**config.mk**
```make
export PLATFORM = sky130hd
export DESIGN_NAME = pair_frame_rx
export DESIGN_NICKNAME = d
export VERILOG_FILES = /design/src/rtl/pfr_pkg.sv /design/src/rtl/pfr_byte_rx.sv /design/src/rtl/pfr_frame_fsm.sv /design/src/rtl/pfr_hold.sv /design/src/rtl/pair_frame_rx.sv
export SDC_FILE = /design/constraint.sdc
export NUM_CORES = 1
export LEC_CHECK = 0
export BUFFER_PORTS_ARGS = -buffer_cell sky130_fd_sc_hd__clkbuf_2
export CAP_MARGIN = 10
export CORE_ASPECT_RATIO = 1.75
export CORE_MARGIN = 2
export CORE_UTILIZATION = 50
export CTS_BUF_LIST = sky130_fd_sc_hd__clkbuf_16
export DETAILED_ROUTE_END_ITERATION = 6
export GPL_ROUTABILITY_DRIVEN = 0
export GPL_TIMING_DRIVEN = 0
export PLACE_DENSITY_LB_ADDON = 0.3
export SLEW_MARGIN = 20
export SYNTH_ARGS = -nofsm -noshare
export SYNTH_HDL_FRONTEND = slang
export SYNTH_SLANG_ARGS = --single-unit
export TNS_END_PERCENT = 30
```
**constraint.sdc**
```tcl
create_clock -name clk -period 5.41 [get_ports clk]
set_input_delay 0.541 -clock clk [delete_from_list [all_inputs] [get_ports clk]]
set_output_delay 0.541 -clock clk [all_outputs]
set_load 0.01 [all_outputs]
```
**src/rtl/pfr_pkg.sv**
```systemverilog
package pfr_pkg;
    typedef enum logic [1:0] {B_IDLE, B_START, B_DATA, B_STOP} bit_st_t;
    typedef enum logic [1:0] {F_HUNT, F_ARMED, F_PAYLOAD} frm_st_t;
    localparam logic [7:0] PREAMBLE_BYTE = 8'hAA;
    localparam logic [7:0] SYNC_BYTE     = 8'h99;
    localparam int         PAYLOAD_BYTES = 4;
endpackage

```
**src/rtl/pfr_byte_rx.sv**
```systemverilog
module pfr_byte_rx
    import pfr_pkg::*;
#(
    parameter int CLKS_PER_BIT = 10417
) (
    input  logic       clk,
    input  logic       rst_n,
    input  logic       rx_in,
    output logic       byte_stb,
    output logic       byte_err,
    output logic [7:0] byte_q
);
    localparam int CW   = $clog2(CLKS_PER_BIT);
    localparam int HALF = CLKS_PER_BIT / 2;

    bit_st_t        state, nxt;
    logic [1:0]     sync_q;
    logic           rx_s, rx_prev, tick, half;
    logic [CW-1:0]  cnt;
    logic [2:0]     bits;
    logic [7:0]     shreg;

    assign rx_s = sync_q[1];
    assign tick = (cnt == CW'(CLKS_PER_BIT - 1));
    assign half = (cnt == CW'(HALF - 1));

    always_ff @(posedge clk) begin
        if (!rst_n) state <= B_IDLE;
        else        state <= nxt;
    end

    always_comb begin
        nxt = state;
        unique case (state)
            B_IDLE:  if (rx_prev && !rx_s)     nxt = B_START;
            B_START: if (half)                 nxt = rx_s ? B_IDLE : B_DATA;
            B_DATA:  if (tick && bits == 3'd7) nxt = B_STOP;
            B_STOP:  if (tick)                 nxt = B_IDLE;
            default:                           nxt = B_IDLE;
        endcase
    end

    always_ff @(posedge clk) begin
        if (!rst_n) begin
            sync_q   <= 2'b11;
            rx_prev  <= 1'b1;
            cnt      <= '0;
            bits     <= '0;
            shreg    <= '0;
            byte_stb <= 1'b0;
            byte_err <= 1'b0;
            byte_q   <= '0;
        end else begin
            sync_q   <= {sync_q[0], rx_in};
            rx_prev  <= rx_s;
            byte_stb <= 1'b0;
            unique case (state)
                B_IDLE: begin
                    cnt  <= '0;
                    bits <= '0;
                end
                B_START: cnt <= half ? '0 : cnt + 1'b1;
                B_DATA: begin
                    cnt <= tick ? '0 : cnt + 1'b1;
                    if (tick) begin
                        shreg <= {shreg[6:0], rx_s};
                        bits  <= bits + 1'b1;
                    end
                end
                B_STOP: begin
                    cnt <= tick ? '0 : cnt + 1'b1;
                    if (tick) begin
                        byte_stb <= 1'b1;
                        byte_err <= !rx_s;
                        byte_q   <= shreg;
                    end
                end
                default: cnt <= '0;
            endcase
        end
    end

    // a byte strobe only ever follows the stop-bit state
    a_r2_strobe_after_stop: assert property (@(posedge clk) disable iff (!rst_n)
        byte_stb |-> $past(state) == B_STOP);
endmodule

```
**src/rtl/pfr_frame_fsm.sv**
```systemverilog
module pfr_frame_fsm
    import pfr_pkg::*;
(
    input  logic       clk,
    input  logic       rst_n,
    input  logic       byte_stb,
    input  logic       byte_err,
    input  logic [7:0] byte_q,
    output logic       pair_ok,
    output logic [9:0] pair_addr,
    output logic [7:0] pair_data
);
    frm_st_t     state, nxt;
    logic [1:0]  idx;
    logic        second;
    logic [7:0]  c0, c1, c2, k0, k1, k2;
    logic        last, first_ok, match;
    logic [7:0]  cur_sum, kept_sum;

    assign cur_sum  = c0 + c1 + c2;
    assign kept_sum = k0 + k1 + k2;
    assign last     = byte_stb && !byte_err && state == F_PAYLOAD
                      && idx == 2'(PAYLOAD_BYTES - 1);
    assign first_ok = (byte_q == cur_sum);
    assign match    = (c0 == ~k0) && (c1 == ~k1) && (c2 == ~k2) && (byte_q == ~kept_sum);

    always_ff @(posedge clk) begin
        if (!rst_n) state <= F_HUNT;
        else        state <= nxt;
    end

    always_comb begin
        nxt = state;
        if (byte_stb) begin
            if (byte_err) nxt = F_HUNT;
            else begin
                unique case (state)
                    F_HUNT:    if (byte_q == PREAMBLE_BYTE) nxt = F_ARMED;
                    F_ARMED:   if (byte_q == SYNC_BYTE)     nxt = F_PAYLOAD;
                    F_PAYLOAD: if (last)                    nxt = F_HUNT;
                    default:                                nxt = F_HUNT;
                endcase
            end
        end
    end

    always_ff @(posedge clk) begin
        if (!rst_n) begin
            idx <= '0; second <= 1'b0; pair_ok <= 1'b0;
            c0 <= '0; c1 <= '0; c2 <= '0; k0 <= '0; k1 <= '0; k2 <= '0;
            pair_addr <= '0; pair_data <= '0;
        end else begin
            pair_ok <= 1'b0;
            if (byte_stb && byte_err) begin
                second <= 1'b0;
                idx    <= '0;
            end else if (byte_stb && state == F_PAYLOAD) begin
                idx <= idx + 1'b1;
                unique case (idx)
                    2'd0: c0 <= byte_q;
                    2'd1: c1 <= byte_q;
                    2'd2: c2 <= byte_q;
                    default: ;
                endcase
                if (last) begin
                    if (!second) begin
                        second <= first_ok;
                        k0 <= c0; k1 <= c1; k2 <= c2;
                    end else begin
                        second    <= 1'b0;
                        pair_ok   <= match;
                        pair_addr <= {k1[7:6], k0};
                        pair_data <= k2;
                    end
                end
            end else if (byte_stb) begin
                idx <= '0;
            end
        end
    end

    // a framing error returns to hunting and forgets a half pair
    a_r2_abort_to_hunt: assert property (@(posedge clk) disable iff (!rst_n)
        (byte_stb && byte_err) |=> (state == F_HUNT && !second));
    // payload is entered only from the armed state
    a_r3_payload_needs_preamble: assert property (@(posedge clk) disable iff (!rst_n)
        (state == F_PAYLOAD && $past(state) != F_PAYLOAD) |-> $past(state) == F_ARMED);
    // an accepted pair comes from a second copy that finished its payload
    a_r6_pair_from_second: assert property (@(posedge clk) disable iff (!rst_n)
        pair_ok |-> ($past(state) == F_PAYLOAD && $past(second)));
endmodule

```
**src/rtl/pfr_hold.sv**
```systemverilog
module pfr_hold #(
    parameter int HOLD_CYCLES = 6500000
) (
    input  logic       clk,
    input  logic       rst_n,
    input  logic       load,
    input  logic [9:0] addr_in,
    input  logic [7:0] data_in,
    output logic [9:0] addr_out,
    output logic [7:0] data_out,
    output logic       valid_out
);
    localparam int HW = $clog2(HOLD_CYCLES + 1);

    logic [HW-1:0] cnt;

    always_ff @(posedge clk) begin
        if (!rst_n) begin
            cnt       <= '0;
            addr_out  <= '0;
            data_out  <= '0;
            valid_out <= 1'b0;
        end else if (load) begin
            cnt       <= HW'(HOLD_CYCLES);
            addr_out  <= addr_in;
            data_out  <= data_in;
            valid_out <= 1'b1;
        end else if (cnt != '0) begin
            cnt <= cnt - 1'b1;
            if (cnt == HW'(1)) begin
                data_out  <= '0;
                valid_out <= 1'b0;
            end
        end
    end

    // with the flag down the data lines are off
    a_r9_off_means_clear: assert property (@(posedge clk) disable iff (!rst_n)
        !valid_out |-> data_out == '0);
    // the address survives everything except a new pair
    a_r9_addr_kept: assert property (@(posedge clk) disable iff (!rst_n)
        !load |=> $stable(addr_out));
    // while time remains and nothing loads, outputs hold
    a_r7_hold_stable: assert property (@(posedge clk) disable iff (!rst_n)
        (!load && cnt > HW'(1)) |=> ($stable(data_out) && valid_out));
    // a pair restarts the full hold time
    a_r8_reload: assert property (@(posedge clk) disable iff (!rst_n)
        load |=> (valid_out && cnt == HW'(HOLD_CYCLES)));
endmodule

```
**src/rtl/pair_frame_rx.sv**
```systemverilog
module pair_frame_rx #(
    parameter int CLKS_PER_BIT = 10417,
    parameter int HOLD_CYCLES  = 6500000
) (
    input  logic       clk,
    input  logic       rst_n,
    input  logic       rx_in,
    output logic [9:0] addr_out,
    output logic [7:0] data_out,
    output logic       valid_out
);
    logic       byte_stb, byte_err, pair_ok;
    logic [7:0] byte_q, pair_data;
    logic [9:0] pair_addr;

    pfr_byte_rx #(.CLKS_PER_BIT(CLKS_PER_BIT)) u_byte (
        .clk(clk), .rst_n(rst_n), .rx_in(rx_in),
        .byte_stb(byte_stb), .byte_err(byte_err), .byte_q(byte_q)
    );

    pfr_frame_fsm u_frame (
        .clk(clk), .rst_n(rst_n),
        .byte_stb(byte_stb), .byte_err(byte_err), .byte_q(byte_q),
        .pair_ok(pair_ok), .pair_addr(pair_addr), .pair_data(pair_data)
    );

    pfr_hold #(.HOLD_CYCLES(HOLD_CYCLES)) u_hold (
        .clk(clk), .rst_n(rst_n), .load(pair_ok),
        .addr_in(pair_addr), .data_in(pair_data),
        .addr_out(addr_out), .data_out(data_out), .valid_out(valid_out)
    );
endmodule

```
# Word-level counts from Yosys, hierarchy flattened

Cells that the tools add are included.

Bits in registers: 154

$add $sub $neg: 8
Equal/unequal tests: 27
Muxes and demuxes: 28
Bitwise operators: 9
Reductions and logical operators: 37

Operators with widths:

| operator                | count |
|---|---|
| $mux W23                | 2 |
| $pmux W14 S3            | 1 |
| $eq A8 B8 Y1            | 5 |
| $add A8 B8 Y8           | 4 |
| $not A8 Y8              | 4 |
| $mux W14                | 2 |
| $mux W8                 | 3 |
| $eq A23 B1 Y1 const B   | 1 |
| $reduce_bool A23 Y1     | 1 |
| $sub A23 B1 Y23 const B | 1 |
| $mux W2                 | 11 |
| $eq A8 B8 Y1 const B    | 2 |
| $reduce_and A4 Y1       | 4 |
| $add A14 B1 Y14 const B | 1 |
| $eq A14 B13 Y1 const B  | 1 |
| $eq A14 B14 Y1 const B  | 1 |
| $reduce_and A2 Y1       | 6 |
| $eq A2 B2 Y1 const B    | 5 |
| $logic_and A1 B1 Y1     | 10 |
| $ne A2 B1 Y1 const B    | 5 |
| $ne A3 B2 Y1 const B    | 3 |
| $reduce_and A3 Y1       | 3 |
| $pmux W2 S4             | 1 |
| $reduce_bool A2 Y1      | 4 |
| other kinds (13)        | 28 |

# Longest topological paths before layout

Depth in word-level cells: 7
Mapped depth: 11

# By module

From an unflattened synthesis, not the netlist that was laid out.

Cells, all modules: 852
Area, all modules: 7,812.5 µm²

By module, submodules not included:

| module        | times used | cells an instance | area an instance (µm²) | sequential area each (µm²) |
|---|---|---|---|---|
| pfr_frame_fsm | 1          | 469               | 4,075.2                | 1,441.4 |
| pfr_hold      | 1          | 196               | 1,974.4                | 840.8 |
| pfr_byte_rx   | 1          | 187               | 1,762.9                | 800.8 |

# Worst setup path after synthesis

No wires, ideal clock.

Path kind: reg-to-reg
Start point: reg u_frame.k2[1]
End point: reg u_frame.pair_ok
Library setup time: 60 ps
Arrival time: 2,559 ps
Data required time: 5,350 ps
Setup slack: 2,791 ps
Cell stages (with the launch flop): 12
Path buffers: 0
Path through: dfxtp_1 > inv_1 > fa_1 > inv_1 > ha_1 > inv_1 > fa_1 > xor2_1 > nor4_1 > nand4_1 > nor4_1 > o2111a_1

Longest elaborated chain between the ends: 4
Elaborated cells between the ends (all ways): 7
Classes of those cells: 1 x add/sub; 2 x eq/ne; 2 x bitwise; 2 x reduce/logical

Ends and longest elaborated chain:

| what                                                | line                                     | RTL |
|---|---|---|
| from (decl)                                         | pfr_frame_fsm.sv:16                      | `logic [7:0] c0, c1, c2, k0, k1, k2;` |
| from (signal assigned)                              | pfr_frame_fsm.sv:50                      | `c0 <= '0; c1 <= '0; c2 <= '0; k0 <= '0; k1 <= '0; k2 <= '0;` |
| from (signal assigned)                              | pfr_frame_fsm.sv:68                      | `k0 <= c0; k1 <= c1; k2 <= c2;` |
| $add A8 B8 Y8 or $not A8 Y8 (tied branches)         | pfr_frame_fsm.sv:21, pfr_frame_fsm.sv:25 |  |
| $not A8 Y8 or $eq A8 B8 Y1 (tied branches)          | pfr_frame_fsm.sv:25                      | `assign match = (c0 == ~k0) && (c1 == ~k1) && (c2 == ~k2) && (byte_q == ~kept_sum);` |
| $eq A8 B8 Y1 or $logic_and A1 B1 Y1 (tied branches) | pfr_frame_fsm.sv:25                      |  |
| $logic_and A1 B1 Y1 (*)                             | pfr_frame_fsm.sv:25                      |  |
| to (signal assigned)                                | pfr_frame_fsm.sv:71                      | `pair_ok <= match;` |
| to (decl)                                           | pfr_frame_fsm.sv:9                       | `output logic pair_ok,` |

Every way passes the cells marked *; elsewhere a longest branch is shown, timed or not.
A chain may end at the register's enable or synchronous reset.

# Worst setup path after layout

Ends and elaborated chain as after synthesis.

==> impl_metrics.yaml <==
status:
  status: "finished clean"
worst_setup_path:
  r2r_end: "u_frame.pair_ok"
  cp_common_cell: "inv_1"
  path_max_fanout: 4
  crit_chain: "inv_1 -> fa_1 -> inv_1 -> ha_1 -> inv_1 -> fa_1 -> xor2_1 -> nor4_1 -> nand4_1 -> nor4_1 -> o2111a_1"
  cp_slowest_cell: "fa_1"
  cp-end-kind: "flip-flop"
  crit_required_ps: 5780
  ff2ff_setup_slack_ps: 2270
  r2r-start: "u_frame.k2[1]"
  cp-start-kind: "flip-flop"
  max_stage_delay_ps: 550
  reg2reg_depth: 11
  startpoint: "u_frame.k2[1]"
  crit_end: "u_frame.pair_ok"
  crit_arrival_ps: 3510
  criticalPathCategory: "flip-flop to flip-flop"
clock_network:
  cts_setup_buffers: 0
  ctsResizeCount: 0
  clk_path_buf_depth: 2
  insertion_delay_ps: 430
  ctsHoldBuffers: 0
  path_clk_slew_ps: 60
  clock_sinks: 154
  cts_buffers: 17
  cts-root-buf: "clkbuf_16"
  cts_tree: "yes"
  cts_max_level: 4
finish:
  multiInputGateArea_mm2: 0.004218
  fin_area_mm2: 0.008538
  final_cells: 1097
  final_nets: 942
  final_layout_size_suffix_gt1_share_pct: 8.862
  n_fill_cell: 1374
  register_area_mm2: 0.003083
  final_util_pct: 57.26
  syn_to_final_growth_pct: 11.94
  antenna_cells: 0
grt:
  grt_max_degree: 17
  grt_pass1_vias: 5919
  grt_pass1_wl_mm: 30.17
  grt_usage_pct: 23.31
  grt_overflow: 0
  grt_antenna_before_repair: 0
placement:
  placedCellCount: 1065
  port_buffers: 21
  pre_cts_slack_ps: 2323
  hpwl_mm: 14.28
  placed_area_mm2: 0.007961
route:
  drt_iter0_markers: 238
  dr.pass1.iters: 5
  via_count: 6094
  ant_nets: 0
  drc_errors: 0
  vias_per_cell: 5.555
  wl_mm: 18.89
  wl_per_cell_um: 17.22
yosys:
  synth.area.top_cells: "dfxtp_1, nand2_1, a21boi_0, xnor2_1, fa_1"
  yosys_warnings: 0
  netlist_area_mm2: 0.007627
  async_flop_share_pct: 0
  syn_area_per_cell_um2: 8.859
  synth_seq_cells: 154
  synth_nets: 902
  synth_top_area_share_pct: 40.42
  synth_edf_count: 0
  ys_seq_area_share_pct: 40.42
  synthFlopType: "dfxtp_1"
  syn_inst: 861
  yosysTopAreaCell: "dfxtp_1"
  synth_cell_types: 70
floorplan:
  num_rows: 59
  die-area_mm2: 0.01630
  num_io_pins: 22
  placeableCoreArea_mm2: 0.01491
  chipHeight_um: 167.4
  start_util_pct: 51.15
  die_w_um: 97.37
pwr:
  leakagePower_nw: 3.075
  irDropWorstVdd_mv: 0.2107
  power.density_mw_per_mm2: 378.0
sta:
  setup_tns_ps: 0
  layout_setup_ws_ps: 2269
  period_minus_slack_ps: 3141
  finalHoldViolations: 0
  max_freq_mhz: 318.3
  rsz0062_at_grt: "no"
  maxSlewHeadroom_pct: 40.00
  drv_slew: 0
  worst_pin_slew_ps: 895.9
  finalCritPeriodShare_pct: 58.06
  setup_viol: 0
  fin_skew_ps: 14.32
job:
  max-cap-violations: 0
worst_hold_path:
  hp-start: "rx_in"
  hold_class: "input port to flip-flop"
## synthesized netlist by cell type, drive strengths merged (2+ instances only)
master	number
nand2	159
dfxtp	154
a21boi	64
nor2	47
a21oi	46
xnor2	43
nand3	38
clkbuf	35
xor2	31
inv	25
ha	22
fa	16
nor2b	14
mux2i	13
buf	12
or3	12
nor4	11
a22oi	10
nand4	10
nor3	10
o21ai	10
o31ai	8
a31oi	7
or4	7
and3	6
nand4b	6
a211oi	4
nand2b	4
o21a	3
or2	3
a21o	2
a311oi	2
and2	2
and4b	2
nor3b	2
nor4b	2
o2111ai	2
o211ai	2
o21bai	2
or4b	2
## final cells by class
class,count,share of cell area (%)
inverters,26,1.143
flip-flops and latches,154,36.11
clock inverters,15,1.773
multi-input cells,634,49.40
clock buffers,17,4.982
well taps,183,2.682
plain buffers,47,2.682
repair buffers,21,1.231
## cells in the final DEF (no fill, tap or decap), drive strengths merged, types with 3 or more instances in the layout
master    instances
or2               3
nand2           159
a22oi            10
o21a              3
nand3            38
or4               7
mux2i            13
nand4b            6
nand2b            4
o31ai             8
nand4            10
a31oi             7
inv              28
nor4             11
nor2             47
xnor2            43
xor2             31
nor3             10
fa               16
clkinvlp          3
buf              12
and3              6
ha               22
a21boi           64
dfxtp           154
o21ai            10
or3              12
a211oi            4
clkinv            8
a21oi            46
nor2b            14
clkbuf           73
## state kept, by name, summed over array words and instances, names as in the netlist, 2 cells and up, named ones only
name,flops
u_frame.c2,8
u_frame.pair_data,8
u_frame.k1,8
u_byte.sync_q,2
u_frame.idx,2
u_frame.pair_addr,10
u_frame.state,2
u_hold.cnt,23
u_frame.k2,8
u_byte.cnt,14
u_frame.c0,8
u_byte.bits,3
u_byte.shreg,8
u_hold.addr_out,10
u_frame.c1,8
u_frame.k0,8
u_byte.byte_q,8
u_hold.data_out,8
## critical path: cells and delay by family, from the launching register on
kind,cells,cell delay (ps)
and+or+nand+nor,3,780
DFF,1,490
adders and majority gates,3,1200
xor gates and xnor gates,1,180
buffers and inverters,3,220
AOI/OAI and AO/OA,1,220
## how the worst min path moves through the flow
stage / slack, ps / cells past startpoint / end
2_1_floorplan: 390 / 1 / u_byte.sync_q[1]
3_3_place_gp: 390 / 1 / u_byte.sync_q[1]
3_5_place_dp: 410 / 1 / u_byte.sync_q[1]
4_1_cts: 310 / 2 / u_byte.sync_q[0]
5_1_grt: 310 / 2 / u_byte.sync_q[0]
6_report: 310 / 2 / u_byte.sync_q[0]
## cell families (layout without fill, tap and decap cells)
group | count (synthesis) | after routing | share of synthesized area (%)
flip-flops | 154 | 154 | 40.42
adder cells (fa/ha/maj) | 38 | 38 | 7.808
AO/OA/AOI/OAI | 167 | 167 | 14.83
buffers and inverters | 73 | 126 | 4.281
AND/OR/NAND/NOR | 342 | 342 | 22.46
multiplexers | 13 | 13 | 1.706
XOR/XNOR | 74 | 74 | 8.497
## metrics by stage
| step | power, W | hold slack [ps] |
|---|---|---|
| 2_1_floorplan | 0.001895 | 386.3 |
| 3_3_place_gp | 0.002058 | 390.9 |
| 3_5_place_dp | 0.002069 | 408.9 |
| 4_1_cts | 0.003226 | 305.8 |
| 5_1_grt | 0.003376 | 313.1 |
| 6_report | 0.003228 | 313.1 |
## per-layer routing
| layer | GRT usage (%) | share of wire (%) | up-vias |
|---|---|---|---|
| li1 | - | - | 3035 |
| met1 | 23.44 | 37 | 2873 |
| met2 | 44.29 | 54 | 136 |
| met3 | 4.382 | 3.2 | 50 |
| met4 | 12.74 | 5.1 | 0 |
| met5 | 0 | 0 | - |
## power by group
| part | total [W] | internal [W] | switching [W] |
|---|---|---|---|
| Combinational | 0.000757 | 0.000307 | 0.000449 |
| Sequential | 0.00130 | 0.00121 | 0.0000949 |
| Clock | 0.00117 | 0.000678 | 0.000489 |
| Total | 0.00323 | 0.00219 | 0.00103 |
No activity file was read; power rests on OpenSTA's default activity.
